[src/rtl/tod_pkg.sv]
package tod_pkg;
    parameter int SEC_W     = 48;
    parameter int NS_W      = 30;
    parameter int SUB_W     = 8;
    parameter int FRAC_W    = 32;
    parameter int PER_INT_W = 8;
    parameter int ADJ_W     = 40;
    parameter int NS_PER_SEC = 1_000_000_000;

    localparam int PER_W = PER_INT_W + FRAC_W;
    localparam int LOW_W = FRAC_W - SUB_W;

    typedef struct packed {
        logic [SEC_W-1:0]  sec;
        logic [NS_W-1:0]   ns;
        logic [FRAC_W-1:0] frac;
    } tod_t;

    typedef struct packed {
        tod_t             tod;
        logic [PER_W-1:0] period;
        logic             pps;
        tod_t             snap;
        logic             snap_vld;
    } eng_state_t;
endpackage

[src/rtl/tod_tick_adder.sv]
module tod_tick_adder
    import tod_pkg::*;
(
    input  tod_t             cur,
    input  logic [PER_W-1:0] period,
    output tod_t             nxt,
    output logic             sec_carry
);
    localparam logic [NS_W:0] BILLION = (NS_W+1)'(NS_PER_SEC);

    logic [FRAC_W:0] frac_sum;
    logic [NS_W:0]   ns_sum;

    always_comb begin
        frac_sum = {1'b0, cur.frac} + {1'b0, period[FRAC_W-1:0]};
        ns_sum   = {1'b0, cur.ns}
                 + (NS_W+1)'(period[PER_W-1:FRAC_W])
                 + (NS_W+1)'(frac_sum[FRAC_W]);
        nxt.frac  = frac_sum[FRAC_W-1:0];
        nxt.sec   = cur.sec;
        nxt.ns    = ns_sum[NS_W-1:0];
        sec_carry = 1'b0;
        if (ns_sum >= BILLION) begin
            nxt.ns    = NS_W'(ns_sum - BILLION);
            nxt.sec   = cur.sec + SEC_W'(1);
            sec_carry = 1'b1;
        end
    end
endmodule

[src/rtl/tod_offset_adder.sv]
module tod_offset_adder
    import tod_pkg::*;
(
    input  tod_t             cur,
    input  logic [ADJ_W-1:0] off,
    output tod_t             nxt
);
    localparam int NSS_W = ADJ_W - SUB_W + 1;
    localparam logic signed [NSS_W-1:0] BILLION = NSS_W'(NS_PER_SEC);

    logic [SUB_W:0]           sub_sum;
    logic signed [NSS_W-1:0]  ns_s;

    always_comb begin
        sub_sum = {1'b0, cur.frac[FRAC_W-1:LOW_W]} + {1'b0, off[SUB_W-1:0]};
        ns_s    = $signed({{(NSS_W-NS_W){1'b0}}, cur.ns})
                + $signed({off[ADJ_W-1], off[ADJ_W-1:SUB_W]})
                + $signed({{(NSS_W-1){1'b0}}, sub_sum[SUB_W]});
        nxt.frac = {sub_sum[SUB_W-1:0], cur.frac[LOW_W-1:0]};
        nxt.sec  = cur.sec;
        nxt.ns   = ns_s[NS_W-1:0];
        if (ns_s[NSS_W-1]) begin
            nxt.ns  = NS_W'(ns_s + BILLION);
            nxt.sec = cur.sec - SEC_W'(1);
        end else if (ns_s >= BILLION) begin
            nxt.ns  = NS_W'(ns_s - BILLION);
            nxt.sec = cur.sec + SEC_W'(1);
        end
    end
endmodule

[src/rtl/tod_clock_engine.sv]
module tod_clock_engine
    import tod_pkg::*;
#(
    parameter int NOMINAL_NS = 8
) (
    input  logic             clk,
    input  logic             rst,
    input  logic             set_en,
    input  logic [SEC_W-1:0] set_sec,
    input  logic [NS_W-1:0]  set_ns,
    input  logic [SUB_W-1:0] set_subns,
    input  logic             step_en,
    input  logic [ADJ_W-1:0] step_off,
    input  logic             per_en,
    input  logic [PER_W-1:0] per_val,
    input  logic             rd_req,
    output logic [SEC_W-1:0] snap_sec,
    output logic [NS_W-1:0]  snap_ns,
    output logic [SUB_W-1:0] snap_subns,
    output logic             snap_vld,
    output logic             pps
);
    localparam logic [PER_W-1:0] PERIOD_RST = {PER_INT_W'(NOMINAL_NS), {FRAC_W{1'b0}}};

    eng_state_t st_d, st_q;
    tod_t       ticked_d, stepped_d;
    logic       carry_d;

    tod_tick_adder u_tick (
        .cur       (st_q.tod),
        .period    (st_q.period),
        .nxt       (ticked_d),
        .sec_carry (carry_d)
    );

    tod_offset_adder u_step (
        .cur (ticked_d),
        .off (step_off),
        .nxt (stepped_d)
    );

    always_comb begin
        st_d          = st_q;
        st_d.pps      = 1'b0;
        st_d.snap_vld = rd_req;
        if (rd_req) begin
            st_d.snap = st_q.tod;
        end
        if (per_en) begin
            st_d.period = per_val;
        end
        if (set_en) begin
            st_d.tod.sec  = set_sec;
            st_d.tod.ns   = set_ns;
            st_d.tod.frac = {set_subns, {LOW_W{1'b0}}};
        end else if (step_en) begin
            st_d.tod = stepped_d;
            st_d.pps = carry_d;
        end else begin
            st_d.tod = ticked_d;
            st_d.pps = carry_d;
        end
    end

    always_ff @(posedge clk) begin
        if (rst) begin
            st_q        <= '0;
            st_q.period <= PERIOD_RST;
        end else begin
            st_q <= st_d;
        end
    end

    assign snap_sec   = st_q.snap.sec;
    assign snap_ns    = st_q.snap.ns;
    assign snap_subns = st_q.snap.frac[FRAC_W-1:LOW_W];
    assign snap_vld   = st_q.snap_vld;
    assign pps        = st_q.pps;

    // nanoseconds always below one second
    a_r2_ns_range: assert property (@(posedge clk) disable iff (rst)
        st_q.tod.ns < NS_W'(NS_PER_SEC));

    // free-running seconds move by zero or one
    a_r2_sec_step: assert property (@(posedge clk) disable iff (rst)
        $past(!set_en && !step_en && !rst) |->
        (st_q.tod.sec == $past(st_q.tod.sec) ||
         st_q.tod.sec == $past(st_q.tod.sec) + SEC_W'(1)));

    // set fields land intact, step ignored
    a_r4_set_load: assert property (@(posedge clk) disable iff (rst)
        $past(set_en && !rst) |->
        (st_q.tod.sec == $past(set_sec) && st_q.tod.ns == $past(set_ns) &&
         st_q.tod.frac == {$past(set_subns), {LOW_W{1'b0}}}));

    // step does not touch the period
    a_r5_period_kept: assert property (@(posedge clk) disable iff (rst)
        $past(step_en && !per_en && !rst) |-> $stable(st_q.period));

    // period write lands intact
    a_r7_period_load: assert property (@(posedge clk) disable iff (rst)
        $past(per_en && !rst) |-> st_q.period == $past(per_val));

    // strobe lasts one cycle
    a_r8_pps_single: assert property (@(posedge clk) disable iff (rst)
        pps |=> !pps);

    // strobe matches a seconds increment on a plain tick
    a_r8_pps_sec: assert property (@(posedge clk) disable iff (rst)
        (pps && $past(!set_en && !step_en && !rst)) |->
        st_q.tod.sec == $past(st_q.tod.sec) + SEC_W'(1));

    // snapshot equals the time of the request cycle
    a_r9_snap_coherent: assert property (@(posedge clk) disable iff (rst)
        $past(rd_req && !rst) |->
        (snap_vld && st_q.snap == $past(st_q.tod)));
endmodule

[config.mk]
export PLATFORM = sky130hd
export DESIGN_NAME = tod_clock_engine
export DESIGN_NICKNAME = d
export VERILOG_FILES = /design/src/rtl/tod_pkg.sv /design/src/rtl/tod_tick_adder.sv /design/src/rtl/tod_offset_adder.sv /design/src/rtl/tod_clock_engine.sv
export SDC_FILE = /design/constraint.sdc
export NUM_CORES = 1
export LEC_CHECK = 0
export ABC_CLOCK_PERIOD_IN_PS = 16580
export CAP_MARGIN = 40
export CORE_AREA = 2 2 229 231
export DETAILED_ROUTE_END_ITERATION = 6
export DIE_AREA = 0 0 231 233
export PLACE_DENSITY = 0.65
export SLEW_MARGIN = 20
export SYNTH_ARGS = -nofsm -noshare
export SYNTH_HDL_FRONTEND = slang
export SYNTH_SLANG_ARGS = --single-unit
[constraint.sdc]
create_clock -name clk -period 16.58 [get_ports clk]
set_input_delay 3.316 -clock clk [delete_from_list [all_inputs] [get_ports clk]]
set_output_delay 3.316 -clock clk [all_outputs]
set_load 0.005 [all_outputs]
-- Word-level counts from Yosys, hierarchy flattened
Index checks and enable logic that the tools add are counted.
- flip-flop bits (word level): 262
- latch bits: 0
- memory bits (writable): 0
- ROM bits: 0
- input port bits: 172
- output and inout bits: 88
- memories kept: 0
- add/subtract/negate cells: 12
- multiply operators: 0
- divide/modulo/power cells: 0
- order comparisons: 2
- equal/unequal tests: 0
- shift operators: 0
- muxes and demuxes: 6
- bitwise logic cells: 0
- reductions and logical operators: 1
- operator list (kind ; count):
    78-bit 2-to-1 mux ; 3
    110-bit 2-to-1 mux ; 2
    48-bit by 1-bit adder with 48-bit output, second input constant ; 2
    48-bit by 1-bit subtractor with 48-bit output, second input constant ; 1
    31-bit by 32-bit adder with 33-bit output ; 1
    32-bit by 32-bit adder with 33-bit output ; 1
    33-bit by 2-bit adder with 33-bit output ; 1
    33-bit by 31-bit >= comparator with 1-bit output, second input constant ; 1
    30-bit by 8-bit adder with 31-bit output ; 1
    31-bit by 1-bit adder with 31-bit output ; 1
    31-bit by 30-bit >= comparator with 1-bit output, second input constant ; 1
    30-bit by 28-bit adder with 30-bit output, second input constant ; 1
    30-bit by 28-bit subtractor with 30-bit output, second input constant ; 1
    30-bit subtractor, second input constant ; 1
    8-bit by 8-bit adder with 9-bit output ; 1
    2-bit OR reduction ; 1
    1-bit 2-to-1 mux ; 1

-- Logic depth before layout (Yosys ltp)
Gate-level depths: netlist of run 1.
- depth in word-level cells: 11
- mapped depth: 60
- gate-level depth less buffers: 53

-- Modules after synthesis
From an unflattened synthesis of run 1, not the netlist that was laid out.
- cells, all modules: 2529
- area total of the unflattened synthesis: 20533.4 um^2
- modules (own cells, without submodules) (module ; times used ; cells each ; area an instance (um^2) ; sequential area each (um^2)):
    tod_clock_engine ; 1 ; 959 ; 9927.0 ; 4764.6
    tod_offset_adder ; 1 ; 936 ; 6098.3 ; 0.0
    tod_tick_adder ; 1 ; 634 ; 4508.1 ; 0.0

-- Least setup slack after synthesis of run 1
OpenSTA, ideal clock, no wires.
- kind: flip-flop to flip-flop
- start point: reg, netlist name st_q[112]
- end point: reg st_q[255] (netlist name)
- data arrival time: 12.253 ns
- setup slack: 4.248 ns
- cell stages (with the launch flop): 57
- period minus slack after synthesis: 12.332 ns
- cell sequence: dfxtp_1 -> ha_1 -> fa_1 -> a21o_1 -> a21oi_1 -> o21bai_1 -> a31oi_1 -> o311a_1 -> o31ai_1 -> o41ai_1 -> o21ai_0 -> o211a_1 -> o21a_1 -> o21a_1 -> o21a_1 -> o21ai_0 -> nand2b_1 -> a21o_1 -> (+21 left out) -> ha_1 -> clkbuf_1 -> nand2_1 -> nor2_1 -> nand3_1 -> a211oi_1 -> o22ai_1 -> xor2_1 -> inv_1 -> nand2_1 -> o311ai_0 -> a31o_2 -> clkbuf_1 -> nand2_1 -> or4_4 -> a211o_1 -> or4_1 -> o211ai_1
- word-level cells in the longest chain between the ends: 11
- elaborated cells on any way between the ends: 15
- those cells by class: 8 x add/sub; 2 x order compare; 5 x mux
- ends and longest elaborated chain (element ; line ; RTL):
    32-bit by 32-bit adder with 33-bit output (*) ; tod_tick_adder.sv:15 ; frac_sum = {1'b0, cur.frac} + {1'b0, period[FRAC_W-1:0]};
    31-bit by 1-bit adder with 31-bit output ; tod_tick_adder.sv:18 ; + (NS_W+1)'(frac_sum[FRAC_W]);
    30-bit subtractor / 31-bit by 30-bit >= comparator with 1-bit output (equally long branches) ; tod_tick_adder.sv:24, tod_tick_adder.sv:23 ;
    78-bit 2-to-1 mux ; tod_tick_adder.sv:23 ; if (ns_sum >= BILLION) begin
    31-bit by 32-bit adder with 33-bit output ; tod_offset_adder.sv:17 ; + $signed({off[ADJ_W-1], off[ADJ_W-1:SUB_W]})
    33-bit by 2-bit adder with 33-bit output ; tod_offset_adder.sv:18 ; + $signed({{(NSS_W-1){1'b0}}, sub_sum[SUB_W]});
    33-bit by 31-bit >= comparator with 1-bit output ; tod_offset_adder.sv:25 ; end else if (ns_s >= BILLION) begin
    78-bit 2-to-1 mux ; tod_offset_adder.sv:25 ;
    78-bit 2-to-1 mux ; tod_offset_adder.sv:22 ; if (ns_s[NSS_W-1]) begin
    110-bit 2-to-1 mux (*) ; tod_clock_engine.sv:56 ; end else if (step_en) begin
    110-bit 2-to-1 mux (*) ; tod_clock_engine.sv:52 ; if (set_en) begin
    end signal: assignment ; tod_clock_engine.sv:70 ; st_q <= st_d;
    end: declaration ; tod_clock_engine.sv:25 ; eng_state_t st_d, st_q;
Mark *: on every way between the ends. The rest lies on a longest branch, timed or not.
A chain may end at the register's enable or synchronous reset.

-- Final worst setup path of run 1
- start point: reg, netlist name st_q[112]
- end point: reg st_q[258] (netlist name)
- word-level cells in the longest chain between the ends: 11
- elaborated cells on any way between the ends: 15
- those cells by class: 8 x add/sub; 2 x order compare; 5 x mux
- ends and longest elaborated chain (element ; line):
    32-bit by 32-bit adder with 33-bit output (*) ; tod_tick_adder.sv:15
    31-bit by 1-bit adder with 31-bit output ; tod_tick_adder.sv:18
    30-bit subtractor / 31-bit by 30-bit >= comparator with 1-bit output (equally long branches) ; tod_tick_adder.sv:24, tod_tick_adder.sv:23
    78-bit 2-to-1 mux ; tod_tick_adder.sv:23
    31-bit by 32-bit adder with 33-bit output ; tod_offset_adder.sv:17
    33-bit by 2-bit adder with 33-bit output ; tod_offset_adder.sv:18
    33-bit by 31-bit >= comparator with 1-bit output ; tod_offset_adder.sv:25
    78-bit 2-to-1 mux ; tod_offset_adder.sv:25
    78-bit 2-to-1 mux ; tod_offset_adder.sv:22
    110-bit 2-to-1 mux (*) ; tod_clock_engine.sv:56
    110-bit 2-to-1 mux (*) ; tod_clock_engine.sv:52
Marks and branches as above.

==> metrics, run 1 <==
starting DRC count in detailed routing 1915; final cycle utilization of the critical path 91.9%; via count 20826; gate count after technology mapping 2686; RSZ-0062 raised after global routing false; Max Buffers Root-to-Sink 3; endpoint of the lowest-slack register-to-register path st_q[258]; minimum period implied by the final worst setup slack 15230 ps; GRT Resource Usage Total 27.2%; share of synthesized registers carrying an async set or reset 0%; top cell type by total area after synthesis sky130_fd_sc_hd__dfxtp_1; htree depth 1; launch point of the worst hold path snap_sec[2]; pin slew with the least headroom to its limit 851 ps; largest driver fanout on the critical path 40; Top delay family on crit path compound AO/OA/AOI/OAI gates; antenna viol nets, final 0; Worst Hold Path EP snap_sec[2]; Pwr Density 87.8 nW/um2; Crit-path slowest cell sky130_fd_sc_hd__o311ai_0; P_leak 8.97 nW; number of clock sinks seen by CTS 238; number of global-route vias before repair 20100; root buffer cell sky130_fd_sc_hd__clkbuf_16; Buf+Inv Stages, Crit Path 4; Synth top cells by count sky130_fd_sc_hd__nor2_1 (348), sky130_fd_sc_hd__dfxtp_1 (238), sky130_fd_sc_hd__nand2_1 (231); flip-flop cell with the highest count after synthesis sky130_fd_sc_hd__dfxtp_1; wire length of the first global-routing pass 116 mm; overall die area 53800 um2; Net count, final 3026; worst ir drop on vdd 80.1 uV; dominant cell by count in the synthesized netlist sky130_fd_sc_hd__nor2_1; top-area cell type share of the netlist area 23.3%; Hold Violations, Final 0; Worst-Skew Late Latency 580 ps; net count of the mapped netlist 2947; Clock transition at path regs 70 ps; final-layout setup total negative slack 0 ps; post-synth cell types 100; IO Count 260; required time reported for the critical path endpoint 17060 ps; final design instance area without fill 24000 um2; maximum clock frequency 65.7 MHz; maximum capacitance violations 0; pin count of the biggest net entering global routing 76; type of the worst setup path flop to flop; Worst R2R Path Depth 52; register-to-register path setup slack 1350 ps; startpoint kind of the worst setup timing path flop; CTS Hold Buffers Added 0; total of buffers placed on input and output ports 259; PostCTS Resize Cnt 0; Die Y-Extent 233 um; placed instance count 3411; Data arrival, critical path 15700 ps; number of setup violations in the final report 0; cts bufs inserted 29; crit path capture type flop; Die X 231 um; mean instance size in the synthesized netlist 7.60 um2; antenna diode count 0; row cnt 83; Worst Hold Depth 2; fraction of final layout cells sized beyond drive strength 1 5.24%; Yosys reg bits 238; Routed WL 75.3 mm; post-CTS repair timing setup buffer count 0; post-synthesis cell area 20400 um2; area delta synth->final 17.5%; starting density of the core 40.0%; Yosys Warn Count 0; HPWL after detailed placement 57.3 mm; post-detailed-placement cell area 22900 um2; number of max-slew violations in the final report 0; remaining routing DRC violations 0; part of the Yosys area used for sequential elements 23.3%; Core Footprint 51100 um2; total of fill cells in the finished design 5069; post-DR vias/cell 6.01; Final Wtd Congestion 1.01; Worst Clk Skew 16.9 ps; worst reg2reg path startpoint st_q[112]; number of flops mapped to enable cells by yosys 0; average wire length per cell after detail routing 21.7 um; Post-Layout Cell Count 3467; hold crit path type flop to flop; result of the run finished, final reports clean; largest cells by area after synthesis sky130_fd_sc_hd__dfxtp_1 (23%), sky130_fd_sc_hd__mux2i_1 (7.2%), sky130_fd_sc_hd__nor2_1 (6.4%); remaining global-route overflow 0; headroom to the max-slew limit 41.8%; antenna violations before repair 0; CTS tree built; largest incremental delay on the critical path 580 ps; first-pass detailed-route iteration total 6
-- sequential cells by signal, indices dropped and copies added, names as in the netlist --
name        cells
snap_subns      8
snap_vld        1
snap_ns        30
snap_sec       48
pps             1
st_q          150
-- power breakdown --
group	switching, mW	internal (mW)
clock network	0.273	0.425
registers	0.0537	0.612
logic	0.438	0.305
total	0.764	1.34
-- cells in the final DEF, fill, tap and decap left out, types with 24 or more instances in the layout --
cell / instances
sky130_fd_sc_hd__a211oi_1: 59
sky130_fd_sc_hd__a21o_1: 29
sky130_fd_sc_hd__a21oi_1: 147
sky130_fd_sc_hd__a31oi_1: 36
sky130_fd_sc_hd__and2_1: 36
sky130_fd_sc_hd__and3_1: 30
sky130_fd_sc_hd__buf_4: 33
sky130_fd_sc_hd__clkbuf_16: 29
sky130_fd_sc_hd__clkdlybuf4s50_1: 254
sky130_fd_sc_hd__dfxtp_1: 238
sky130_fd_sc_hd__ha_1: 83
sky130_fd_sc_hd__inv_1: 53
sky130_fd_sc_hd__mux2i_1: 147
sky130_fd_sc_hd__nand2_1: 230
sky130_fd_sc_hd__nand3_1: 71
sky130_fd_sc_hd__nand4_1: 44
sky130_fd_sc_hd__nor2_1: 348
sky130_fd_sc_hd__nor3_1: 80
sky130_fd_sc_hd__nor4_1: 29
sky130_fd_sc_hd__o211ai_1: 43
sky130_fd_sc_hd__o21a_1: 24
sky130_fd_sc_hd__o21ai_0: 97
sky130_fd_sc_hd__o22ai_1: 26
sky130_fd_sc_hd__xnor2_1: 137
sky130_fd_sc_hd__xor2_1: 55
-- layout make-up --
type                       count  area, um2  share of cell area [%]
multi-input combinational   2141      14200                    59.1
sequential                   238       4760                    19.9
tap                          680        851                    3.55
timing repair buffer         301       2950                    12.3
clock buffer                  35        768                    3.20
clock inverter                18        265                    1.11
inverter                      54        203                   0.845
-- kinds of logic after synthesis --
kind of cell    count (synthesis)  share of synthesized area [%]
buf+inv                       307                           7.37
xor+xnor                      193                           8.32
simple gates                 1020                           24.3
flops                         238                           23.3
fa+ha+maj                      89                           5.68
mux                           148                           7.26
compound gates                691                           23.8
-- how the worst max path moves through the flow --
stage                   start  slack (ps)  cells past startpoint        end
floorplan           st_q[112]        4250                     56  st_q[255]
global placement    st_q[112]        2150                     52  st_q[249]
detailed placement  st_q[112]        1800                     50  st_q[258]
CTS                 st_q[112]        1740                     52  st_q[258]
global route        st_q[112]         300                     52  st_q[258]
finish              st_q[112]        1350                     52  st_q[258]
-- worst min-delay path, cell delays in order (launching register included) --
cell and delay [ps]:
sky130_fd_sc_hd__dfxtp_1 320, sky130_fd_sc_hd__mux2i_1 60, sky130_fd_sc_hd__nor2_1 70
-- metal layers --
layer | up-vias | global-route usage (%) | wire length [um]
met5 | - | 0 | 0
met4 | 0 | 9.76 | 2670
met3 | 142 | 3.73 | 5440
met2 | 886 | 43.1 | 33100
met1 | 9882 | 37.6 | 34100
li1 | 9916 | - | -
-- stage by stage --
step / hold slack (ps) / power [mW] / setup slack [ps] / util [%]
final: 487 / 2.11 / 1350 / 46.9
after global routing: 511 / 2.22 / 300 / 46.9
after CTS: 494 / 2.11 / 1740 / 46.8
after detailed placement: 475 / 1.40 / 1800 / 44.8
after global placement: 466 / 1.39 / 2150 / 44.6
after floorplan: 449 / 1.17 / 4250 / -
Note: power is estimated with default switching activity, not from simulation.
==> inputs of run 2 (changes only) <==
--- a/config.mk
+++ b/config.mk
@@ -10,6 +10,8 @@
 export CORE_AREA = 2 2 229 231
 export DETAILED_ROUTE_END_ITERATION = 6
 export DIE_AREA = 0 0 231 233
+export GPL_ROUTABILITY_DRIVEN = 0
+export GPL_TIMING_DRIVEN = 0
 export PLACE_DENSITY = 0.65
 export SLEW_MARGIN = 20
 export SYNTH_ARGS = -nofsm -noshare
==> run 2 against run 1 <==
Against the previous run: clock power fell by 3.4%; total power rose by 0.78%; combinational power rose by 8.2%; register-to-register slack got worse by 1000 ps; cell area rose by 4.4%; critical path type unchanged; highest routed layer is now met5.
==> metrics, run 2 (synthesized netlist as in run 1, its figures left out) <==
htree depth 1; post-DR vias/cell 6.20; sequential cell area in the final layout 4760 um2; number of setup violations in the final report 0; Die X 231 um; minimum period implied by the final worst setup slack 16250 ps; type of the worst setup path flop to flop; register-to-register path setup slack 330 ps; RSZ-0062 raised after global routing false; CP Capture Point st_q[242]; met1 routed wirelength after detailed routing 33.5 mm; Data arrival, critical path 16720 ps; pin slew with the least headroom to its limit 984 ps; maximum clock frequency 61.6 MHz; number of global-route vias before repair 21647; largest driver fanout on the critical path 10; Core Footprint 51100 um2; antenna viol nets, final 0; P_leak 9.55 nW; worst setup path startpoint st_q[112]; via count 22930; required time reported for the critical path endpoint 17050 ps; Max Buffers Root-to-Sink 3; Worst-Skew Late Latency 600 ps; HPWL after detailed placement 66.2 mm; total of fill cells in the finished design 5015; Clock transition at path regs 60 ps; worst reg2reg path startpoint st_q[112]; post-detailed-placement cell area 24000 um2; average wire length per cell after detail routing 22.8 um; post-CTS repair timing setup buffer count 0; overall die area 53800 um2; pin count of the biggest net entering global routing 15; Worst R2R Path Depth 56; portion of total power attributed to combinational logic 37.8%; metal3 WL 10.2 mm; CTS tree built; max FFs per register 150; cts bufs inserted 28; number of max-slew violations in the final report 0; final design instance area without fill 25000 um2; Cell Int Power 1.33 mW; result of the run finished, final reports clean; most frequent cells in the layout sky130_fd_sc_hd__nor2_1 (348), sky130_fd_sc_hd__clkdlybuf4s50_1 (256), sky130_fd_sc_hd__dfxtp_1 (238), sky130_fd_sc_hd__nand2_1 (231); area of the multi-input gates 14200 um2; GRT Resource Usage Total 30.2%; Worst Clk Skew 16.2 ps; maximum capacitance violations 0; starting DRC count in detailed routing 3347; Die Y-Extent 233 um; endpoint of the lowest-slack register-to-register path st_q[242]; largest incremental delay on the critical path 570 ps; CTS Hold Buffers Added 0; row cnt 83; Net count, final 3255; final cycle utilization of the critical path 98.0%; IO Count 260; Pwr Density 84.7 nW/um2; number of clock sinks seen by CTS 238; Buf+Inv Stages, Crit Path 8; antenna violations before repair 2; switching power share of the total 37.4%; startpoint kind of the worst setup timing path flop; remaining global-route overflow 0; headroom to the max-slew limit 32.7%; clock network fraction of total power 31.7%; Routed WL 84.4 mm; starting density of the core 40.0%; Critical Path Stages 56; most common cell after layout, fill and taps aside sky130_fd_sc_hd__nor2_1; total of buffers placed on input and output ports 256; worst ir drop on vdd 60.3 uV; Crit-path slowest cell sky130_fd_sc_hd__nor4b_4; share of total power in sequential cells 30.4%; root buffer cell sky130_fd_sc_hd__clkbuf_16; fraction of final layout cells sized beyond drive strength 1 7.46%; crit path capture type flop; first-pass detailed-route iteration total 7; Top delay family on crit path compound AO/OA/AOI/OAI gates; remaining routing DRC violations 0; hold crit path type flop to flop; Hold Violations, Final 0; final-layout setup total negative slack 0 ps; top routing layer in use met5; area delta synth->final 22.7%; net switching power of the design 0.794 mW; register ranked first by flip-flop count st_q; wire length of the first global-routing pass 127 mm; routed length on met2 35.5 mm
[run 2: cell type report]
cell class              count  share of cell area, %
diodes                      1                0.00999
multi-input cells        2141                   56.5
clock buffers              33                   2.91
flip-flops and latches    238                   19.0
plain buffers             253                   5.22
well taps                 680                   3.40
clock inverters            19                   1.01
inverters                  54                  0.809
repair buffers            278                   11.1
[run 2: power groups by stage]
stage	combinational (mW)	sequential (mW)	clock (mW)
2_1_floorplan	0.529	0.644	0
3_3_place_gp	0.752	0.656	0
3_5_place_dp	0.769	0.657	0
4_1_cts	0.775	0.644	0.680
5_1_grt	0.863	0.649	0.699
6_report	0.803	0.646	0.673
[run 2: repair_timing]
item                       4_1_cts  5_1_grt
setup endpoints to repair        0       62
resized for setup                0        8
hold endpoints to repair         0        0
[run 2: worst min path at each step]
stage	start	to	slack [ps]	cells after the start
finish	snap_ns[11]	snap_ns[11]	500	2
floorplan	st_q[147]	st_q[147]	450	2
detailed placement	snap_sec[44]	snap_sec[44]	490	2
CTS	snap_ns[3]	snap_ns[3]	500	2
global placement	snap_ns[17]	snap_ns[17]	480	2
global route	st_q[139]	st_q[139]	530	2
[run 2: tightest hold or removal path, cell delays in order, from the launching register on]
cell                      delay [ps]
sky130_fd_sc_hd__dfxtp_1         330
sky130_fd_sc_hd__mux2i_1          60
sky130_fd_sc_hd__nor2_1           70
[run 2: metal layers]
layer  global-route usage [%]  vias up
met5                        0        -
met4                     16.2        2
met3                     6.95      359
met2                     46.3     1583
met1                     39.2    10596
li1                         -    10390
[run 2: per-stage QoR]
stage | total power [mW] | hold WS [ps] | cells | setup WS, ps | utilization, %
final | 2.12 | 497 | 3697 | 335 | 49.0
after global routing | 2.21 | 528 | 3696 | 37.7 | 49.0
after CTS | 2.10 | 505 | 3686 | 155 | 48.8
after detailed placement | 1.43 | 487 | 3634 | 289 | 46.9
after global placement | 1.41 | 476 | 3622 | 504 | 46.6
after floorplan | 1.17 | 449 | 2686 | 4250 | -
